==> src/rtl/prescale_pkg.sv <==
package prescale_pkg;

  // Map a select code onto the log2 of the half period, saturating at the top.
  function automatic int unsigned clamp_hl(input int unsigned code, input int unsigned hl_max);
    return (code > hl_max) ? hl_max : code;
  endfunction

endpackage

==> src/rtl/prescale_rst_sync.sv <==
module prescale_rst_sync (
  input  logic clk,
  input  logic rst_n,
  output logic rst_sync_n
);

  logic stage_q;

  always_ff @(posedge clk or negedge rst_n) begin
    if (!rst_n) begin
      stage_q    <= 1'b0;
      rst_sync_n <= 1'b0;
    end else begin
      stage_q    <= 1'b1;
      rst_sync_n <= stage_q;
    end
  end

endmodule

==> src/rtl/prescale_sel_latch.sv <==
module prescale_sel_latch #(
  parameter int unsigned SEL_W     = 4,
  parameter int unsigned HL_W      = 3,
  parameter int unsigned HL_MAX    = 7,
  parameter int unsigned RESET_SEL = 2
) (
  input  logic             clk,
  input  logic             rst_n,
  input  logic             wr_en,
  input  logic [SEL_W-1:0] sel,
  input  logic             rise,
  output logic             pend,
  output logic [HL_W-1:0]  act_hl
);

  localparam logic [HL_W-1:0] RESET_HL = HL_W'(prescale_pkg::clamp_hl(RESET_SEL, HL_MAX));

  logic [HL_W-1:0] pend_hl;
  logic [HL_W-1:0] hl_dec;
  logic            pend_nxt;
  logic [HL_W-1:0] pend_hl_nxt;
  logic [HL_W-1:0] act_hl_nxt;

  always_comb begin
    hl_dec      = HL_W'(prescale_pkg::clamp_hl({{(32-SEL_W){1'b0}}, sel}, HL_MAX));
    pend_hl_nxt = wr_en ? hl_dec : pend_hl;
    // A new write wins over the clear that a handover would do.
    if (wr_en) begin
      pend_nxt = 1'b1;
    end else if (rise) begin
      pend_nxt = 1'b0;
    end else begin
      pend_nxt = pend;
    end
    act_hl_nxt = (rise && pend) ? pend_hl : act_hl;
  end

  always_ff @(posedge clk or negedge rst_n) begin
    if (!rst_n) begin
      pend    <= 1'b0;
      pend_hl <= RESET_HL;
      act_hl  <= RESET_HL;
    end else begin
      pend    <= pend_nxt;
      pend_hl <= pend_hl_nxt;
      act_hl  <= act_hl_nxt;
    end
  end

endmodule

==> src/rtl/prescale_phase_ctr.sv <==
module prescale_phase_ctr #(
  parameter int unsigned CNT_W = 7,
  parameter int unsigned HL_W  = 3
) (
  input  logic             clk,
  input  logic             rst_n,
  input  logic [HL_W-1:0]  act_hl,
  output logic             out,
  output logic             rise,
  output logic [CNT_W-1:0] cnt,
  output logic [CNT_W-1:0] term
);

  logic             tc;
  logic [CNT_W-1:0] cnt_nxt;
  logic             out_nxt;

  always_comb begin
    // Half period is 2^act_hl; the shift wraps to zero at the top code, which the subtraction fixes.
    term    = (CNT_W'(1) << act_hl) - CNT_W'(1);
    tc      = (cnt == term);
    cnt_nxt = tc ? '0 : cnt + CNT_W'(1);
    out_nxt = out ^ tc;
    rise    = tc & ~out;
  end

  always_ff @(posedge clk or negedge rst_n) begin
    if (!rst_n) begin
      cnt <= '0;
      out <= 1'b0;
    end else begin
      cnt <= cnt_nxt;
      out <= out_nxt;
    end
  end

endmodule

==> src/rtl/prescale_glitchfree.sv <==
module prescale_glitchfree #(
  parameter int unsigned SEL_W         = 4,
  parameter int unsigned MAX_RATIO_LOG = 8,
  parameter int unsigned RESET_SEL     = 2
) (
  input  logic             clk,
  input  logic             rst_n,
  input  logic             wr_en,
  input  logic [SEL_W-1:0] sel,
  output logic             sys_clk,
  output logic             switch_pending
);

  localparam int unsigned HL_MAX = MAX_RATIO_LOG - 1;
  localparam int unsigned HL_W   = (HL_MAX > 0) ? $clog2(HL_MAX + 1) : 1;
  localparam int unsigned CNT_W  = (HL_MAX > 0) ? HL_MAX : 1;

  logic             rst_int_n;
  logic             rise;
  logic             pend;
  logic [HL_W-1:0]  act_hl;
  logic [CNT_W-1:0] cnt;
  logic [CNT_W-1:0] term;
  logic             out;

  prescale_rst_sync u_rst (
    .clk        (clk),
    .rst_n      (rst_n),
    .rst_sync_n (rst_int_n)
  );

  prescale_sel_latch #(
    .SEL_W     (SEL_W),
    .HL_W      (HL_W),
    .HL_MAX    (HL_MAX),
    .RESET_SEL (RESET_SEL)
  ) u_latch (
    .clk    (clk),
    .rst_n  (rst_int_n),
    .wr_en  (wr_en),
    .sel    (sel),
    .rise   (rise),
    .pend   (pend),
    .act_hl (act_hl)
  );

  prescale_phase_ctr #(
    .CNT_W (CNT_W),
    .HL_W  (HL_W)
  ) u_ctr (
    .clk    (clk),
    .rst_n  (rst_int_n),
    .act_hl (act_hl),
    .out    (out),
    .rise   (rise),
    .cnt    (cnt),
    .term   (term)
  );

  assign sys_clk        = out;
  assign switch_pending = pend;

endmodule

==> config.mk <==
export PLATFORM = sky130hd
export DESIGN_NAME = prescale_glitchfree
export DESIGN_NICKNAME = d
export VERILOG_FILES = /design/src/rtl/prescale_pkg.sv /design/src/rtl/prescale_rst_sync.sv /design/src/rtl/prescale_sel_latch.sv /design/src/rtl/prescale_phase_ctr.sv /design/src/rtl/prescale_glitchfree.sv
export SDC_FILE = /design/constraint.sdc
export NUM_CORES = 1
export LEC_CHECK = 0
export BUFFER_PORTS_ARGS = -buffer_cell sky130_fd_sc_hd__buf_2
export CORE_ASPECT_RATIO = 1.1
export CORE_MARGIN = 3
export CORE_UTILIZATION = 55
export DETAILED_ROUTE_END_ITERATION = 6
export PLACE_DENSITY = 0.78
export SLEW_MARGIN = 20
export SYNTH_ARGS = -nofsm -noshare
export SYNTH_HDL_FRONTEND = slang
export SYNTH_SLANG_ARGS = --single-unit
==> constraint.sdc <==
create_clock -name clk -period 0.8 [get_ports clk]
set_input_delay 0.16 -clock clk [delete_from_list [all_inputs] [get_ports clk]]
set_output_delay 0.16 -clock clk [all_outputs]
set_load 0.005 [all_outputs]
## Yosys cells after proc, flatten, opt, wreduce, memory -nomap -nowiden

Cells that the tools add are included.

- $add $sub $neg: 2
- Order comparisons: 1
- Equal/unequal tests: 1
- Shifts and indexed selects: 1
- Mux-type cells: 4
- Bitwise logic cells: 3
- Reductions and logical operators: 2

Operators by type and width:

| kind | count |
|---|---|
| $add A7 B1 Y7 const B | 1 |
| $eq A7 B7 Y1 | 1 |
| $mux W7 | 1 |
| $shl A1 B3 Y7 const A | 1 |
| $sub A7 B2 Y7 const B | 1 |
| $gt A4 B3 Y1 const B | 1 |
| $mux W3 | 1 |
| $mux W1 | 2 |
| $reduce_bool A2 Y1 | 1 |
| $and A1 B1 Y1 | 1 |
| $logic_and A1 B1 Y1 | 1 |
| $not A1 Y1 | 1 |
| $xor A1 B1 Y1 | 1 |

- Register bits after elaboration: 17
- Bits of input ports: 7
- Output and inout bits: 2

## Depth between registers and ports, before layout

- Word-level depth: 6
- Gate-level depth with buffers: 8

## Modules after synthesis

A second synthesis with hierarchy kept.

- Cell total of the unflattened synthesis: 80
- Area total of the unflattened synthesis: 854.6 um^2

By module, submodules not included:

| module | instances | cells each | area each (um^2) | sequential area each (um^2) |
|---|---|---|---|---|
| prescale_phase_ctr | 1 | 55 | 521.8 | 200.2 |
| prescale_sel_latch | 1 | 22 | 279.0 | 177.7 |
| prescale_rst_sync | 1 | 3 | 53.8 | 50.0 |

## Least setup slack after synthesis

Ideal clock, no wire load.

- Path type: register -> register
- Start: reg u_ctr.cnt[2]
- End: reg u_latch.act_hl[0]
- Data arrival time: 1.947 ns
- Slack: -1.271 ns
- Cell stages (with the launch flop): 9
- Buffers on the path: 1
- Period minus slack after synthesis: 2.071 ns
- Cell sequence: dfrtp_1 > buf_6 > nor3b_1 > a21oi_1 > or4b_4 > a31oi_4 > ha_1 > nand2_1 > mux2_2

- Longest elaborated chain between the ends: 3

Ends and longest elaborated chain:

| what | RTL line | source |
|---|---|---|
| start, declared | prescale_phase_ctr.sv:10 | `output logic [CNT_W-1:0] cnt,` |
| start signal, assigned | prescale_phase_ctr.sv:32 | `cnt <= cnt_nxt;` |
| $eq A7 B7 Y1 | prescale_phase_ctr.sv:21 | `tc = (cnt == term);` |
| $and A1 B1 Y1 | prescale_phase_ctr.sv:24 | `rise = tc & ~out;` |
| $logic_and A1 B1 Y1 | prescale_sel_latch.sv:35 | `act_hl_nxt = (rise && pend) ? pend_hl : act_hl;` |
| end signal, assigned | prescale_sel_latch.sv:46 | `act_hl <= act_hl_nxt;` |
| end, declared | prescale_sel_latch.sv:13 | `output logic [HL_W-1:0] act_hl` |

No other way between the ends.
A chain may end at the register's enable or synchronous reset.

## Worst setup path in the final report

- Start: reg u_ctr.cnt[2]
- End: reg u_latch.act_hl[2]

Same word-level chain as after synthesis.

==> summary.txt <==
Layout
  – Most common cell after layout, fill and taps aside: buf_4
  – Most frequent cells in the layout: 18 x buf_4, 15 x nor2_1, 13 x dfrtp_1
  – Fin nets: 118
  – Post-route core utilization: 80.7%
  – Fin area: 1120 um2
  – Share of cells above drive strength 1: 45.4%
  – Non-Filler Instances: 124
  – N_diodes: 0
  – Synth-to-Final Area Change: 35.3%

Drt
  – Post-DRT Antenna Nets: 0
  – Detailed-router iteration count before antenna repair: 4
  – Drt wl/cell: 14.4 um
  – DR DRC count: 0
  – Iteration-0 DRC Markers: 6
  – Vias per cell: 5.25
  – Vias: 651
  – WL final: 1790 um

Status
  – Failing checks: setup timing
  – Outcome: finished, violations left

Power
  – Pwr dens: 3650 nW/um2
  – Final Total Pwr: 4.08 mW
  – Max rail drop VDD: 0.00291 V
  – Pleak: 0.493 nW

Place
  – DP HPWL: 1240 um
  – PortBufs: 8
  – Placer Congestion: 0.790
  – Post-DP Area: 1020 um2
  – Inst Count DP: 116
  – Pre-CTS setup slack: -1.21 ns

Yosys
  – Avg Synthesized Cell Area: 10.6 um2
  – Area share of the largest cell type after synthesis: 45.5%
  – Netlist cell types: 28
  – Sequential share of the synthesized area: 51.8%
  – Synthesized cell area: 826 um2
  – Post-synthesis instance total: 78
  – Synth area leader: dfrtp_1
  – Seq cells post-synth: 17
  – Synth warn: 0
  – Synth top area cells: dfrtp_1 45%, nor2_1 7.3%, dfstp_2 6.4%
  – Syn Nets: 87

Floorplanning
  – Starting density of the core: 59.7%
  – Horiz. Die Dim: 42.9 um
  – Site Rows: 14
  – Die height: 46.6 um
  – Top-level I/O count: 9
  – Core box area: 1380 um2
  – Die area: 2000 um2

Setup path
  – Crit Path Category: reg -> reg
  – Capturing point of the worst reg2reg path: u_latch.act_hl[2]$_DFFE_PN0P_
  – Worst setup EP type: flop
  – Crit path required time: 0.97 ns
  – Max incr delay on CP: 0.50 ns
  – CP Data Arrival Time: 2.20 ns
  – Crit start category: flop
  – CP startpoint: u_ctr.cnt[2]$_DFF_PN0_
  – Buf/Inv on CP: 0
  – R2R setup slack: -1.23 ns
  – Crit Reg-Reg Startpoint: u_ctr.cnt[2]$_DFF_PN0_
  – Critical-path maximum fanout: 5
  – Worst-case reg-to-reg path depth: 7
  – Worst-path cell chain: nor3b_2 -> a21oi_1 -> or4b_4 -> a31oi_4 -> ha_4 -> nand2_4 -> mux2_2
  – CP max-delay cell: or4b_4
  – Crit path max-delay family: simple AND/OR/NAND/NOR gates

STA
  – Tcrit/Tclk final: 254%
  – TNS Setup: -13.24 ns
  – Post-route worst setup slack: -1.23 ns
  – Unrepaired setup endpoints after global routing: yes
  – Skew final: 0.00215 ns
  – Final min period: 2.03 ns
  – Max Clock Freq: 493 MHz
  – Final setup fails: 14
  – WHS: 0.104 ns
  – Fin. Hold Viols: 0
  – Max Slew Vio Count: 0

Hold path
  – Hold_sp: wr_en
  – Min-Delay Endpoint: u_latch.pend_hl[1]$_DFFE_PN1P_
  – Hold WC Path Type: in -> reg
  – Worst hold path stage count: 2

Clocking
  – Root Buffer Master: clkbuf_4
  – Clock-pin slew on the worst setup and hold paths: 0.09 ns
  – Maximum clock insertion buffer count: 2
  – Number of H-tree levels: 1
  – Worst-Skew Late Latency: 0.28 ns
  – CTS tree: done
  – Sink Count: 17
  – CTS buffer count: 3

Global route
  – Initial antenna violation count: 0
  – Gr ovfl total: 0
  – First-pass GRT wire length: 2810 um
  – Largest net degree at the start of global routing: 16
  – Gr usage total: 19.3%
  – Vias in the first global route: 696

Run
  – Max-cap violations: 0
==> registers in the layout (all words and copies together), names as in the netlist <==
signal	count
u_ctr.cnt	7
u_latch.act_hl	3
u_latch.pend_hl	3
u_ctr.out	1
u_latch.pend	1
u_rst.rst_sync_n	1
u_rst.stage_q	1
==> final cells by class <==
class / count / area, um2
Inverter: 3 / 11.3
Fill cell: 81 / 267
Timing Repair Buffer: 29 / 214
Sequential cell: 17 / 430
Clock buffer: 4 / 26.3
Multi-Input combinational cell: 55 / 415
Tap cell: 16 / 20.0
==> power breakdown <==
part | internal, mW | switching, mW
logic | 1.22 | 0.901
clock network | 0.193 | 0.242
registers | 1.20 | 0.326
total | 2.61 | 1.47
==> timing repair <==
| item | CTS | global route |
|---|---|---|
| endpoints found under the hold margin | 2 | 0 |
| endpoints found under the setup margin | 14 | 15 |
| hold buffers | 1 | 0 |
| resized for setup | 4 | 6 |
| setup buffers | 2 | 1 |
| pin swaps | 1 | 3 |
==> synth_stat cells <==
cell,instances
a211o_1,1
a21o_1,1
a21oi_1,4
a31oi_1,1
a31oi_4,1
and2_1,1
and3_1,1
buf_6,1
clkbuf_1,2
conb_1,1
dfrtp_1,15
dfstp_2,2
ha_1,2
inv_1,3
mux2_2,3
nand2_1,3
nand3_1,3
nand4_1,1
nor2_1,16
nor2b_1,1
nor3b_1,1
nor4_1,1
nor4bb_1,1
or2_2,1
or4_1,1
or4b_4,1
xnor2_1,6
xor2_1,3
==> metal layers <==
layer	part of all wire (%)	track usage, %
met5	0	0
met4	1.6	9.64
met3	2.9	3.91
met2	54	34.1
met1	42	22.5
==> worst max path at each step <==
| stage | to | slack, ns | cells past startpoint |
|---|---|---|---|
| after floorplan | u_latch.act_hl[0]$_DFFE_PN0P_ | -1.22 | 8 |
| after global placement | u_latch.act_hl[2]$_DFFE_PN0P_ | -1.16 | 7 |
| after detailed placement | u_latch.act_hl[2]$_DFFE_PN0P_ | -1.21 | 7 |
| after CTS | u_latch.act_hl[2]$_DFFE_PN0P_ | -1.20 | 7 |
| after global routing | u_latch.act_hl[2]$_DFFE_PN0P_ | -1.30 | 7 |
| final | u_latch.act_hl[2]$_DFFE_PN0P_ | -1.23 | 7 |
==> cells by family after synthesis <==
| kind of cell | synth area share (%) |
|---|---|
| AOI/OAI and AO/OA | 7.73 |
| xor gates and xnor gates | 9.55 |
| adders and majority gates | 3.03 |
| buffers and inverters | 3.64 |
| DFF | 51.8 |
| muxes | 4.09 |
| other | 0.454 |
| and+or+nand+nor | 19.7 |
Note: power is estimated with default switching activity, not from simulation.
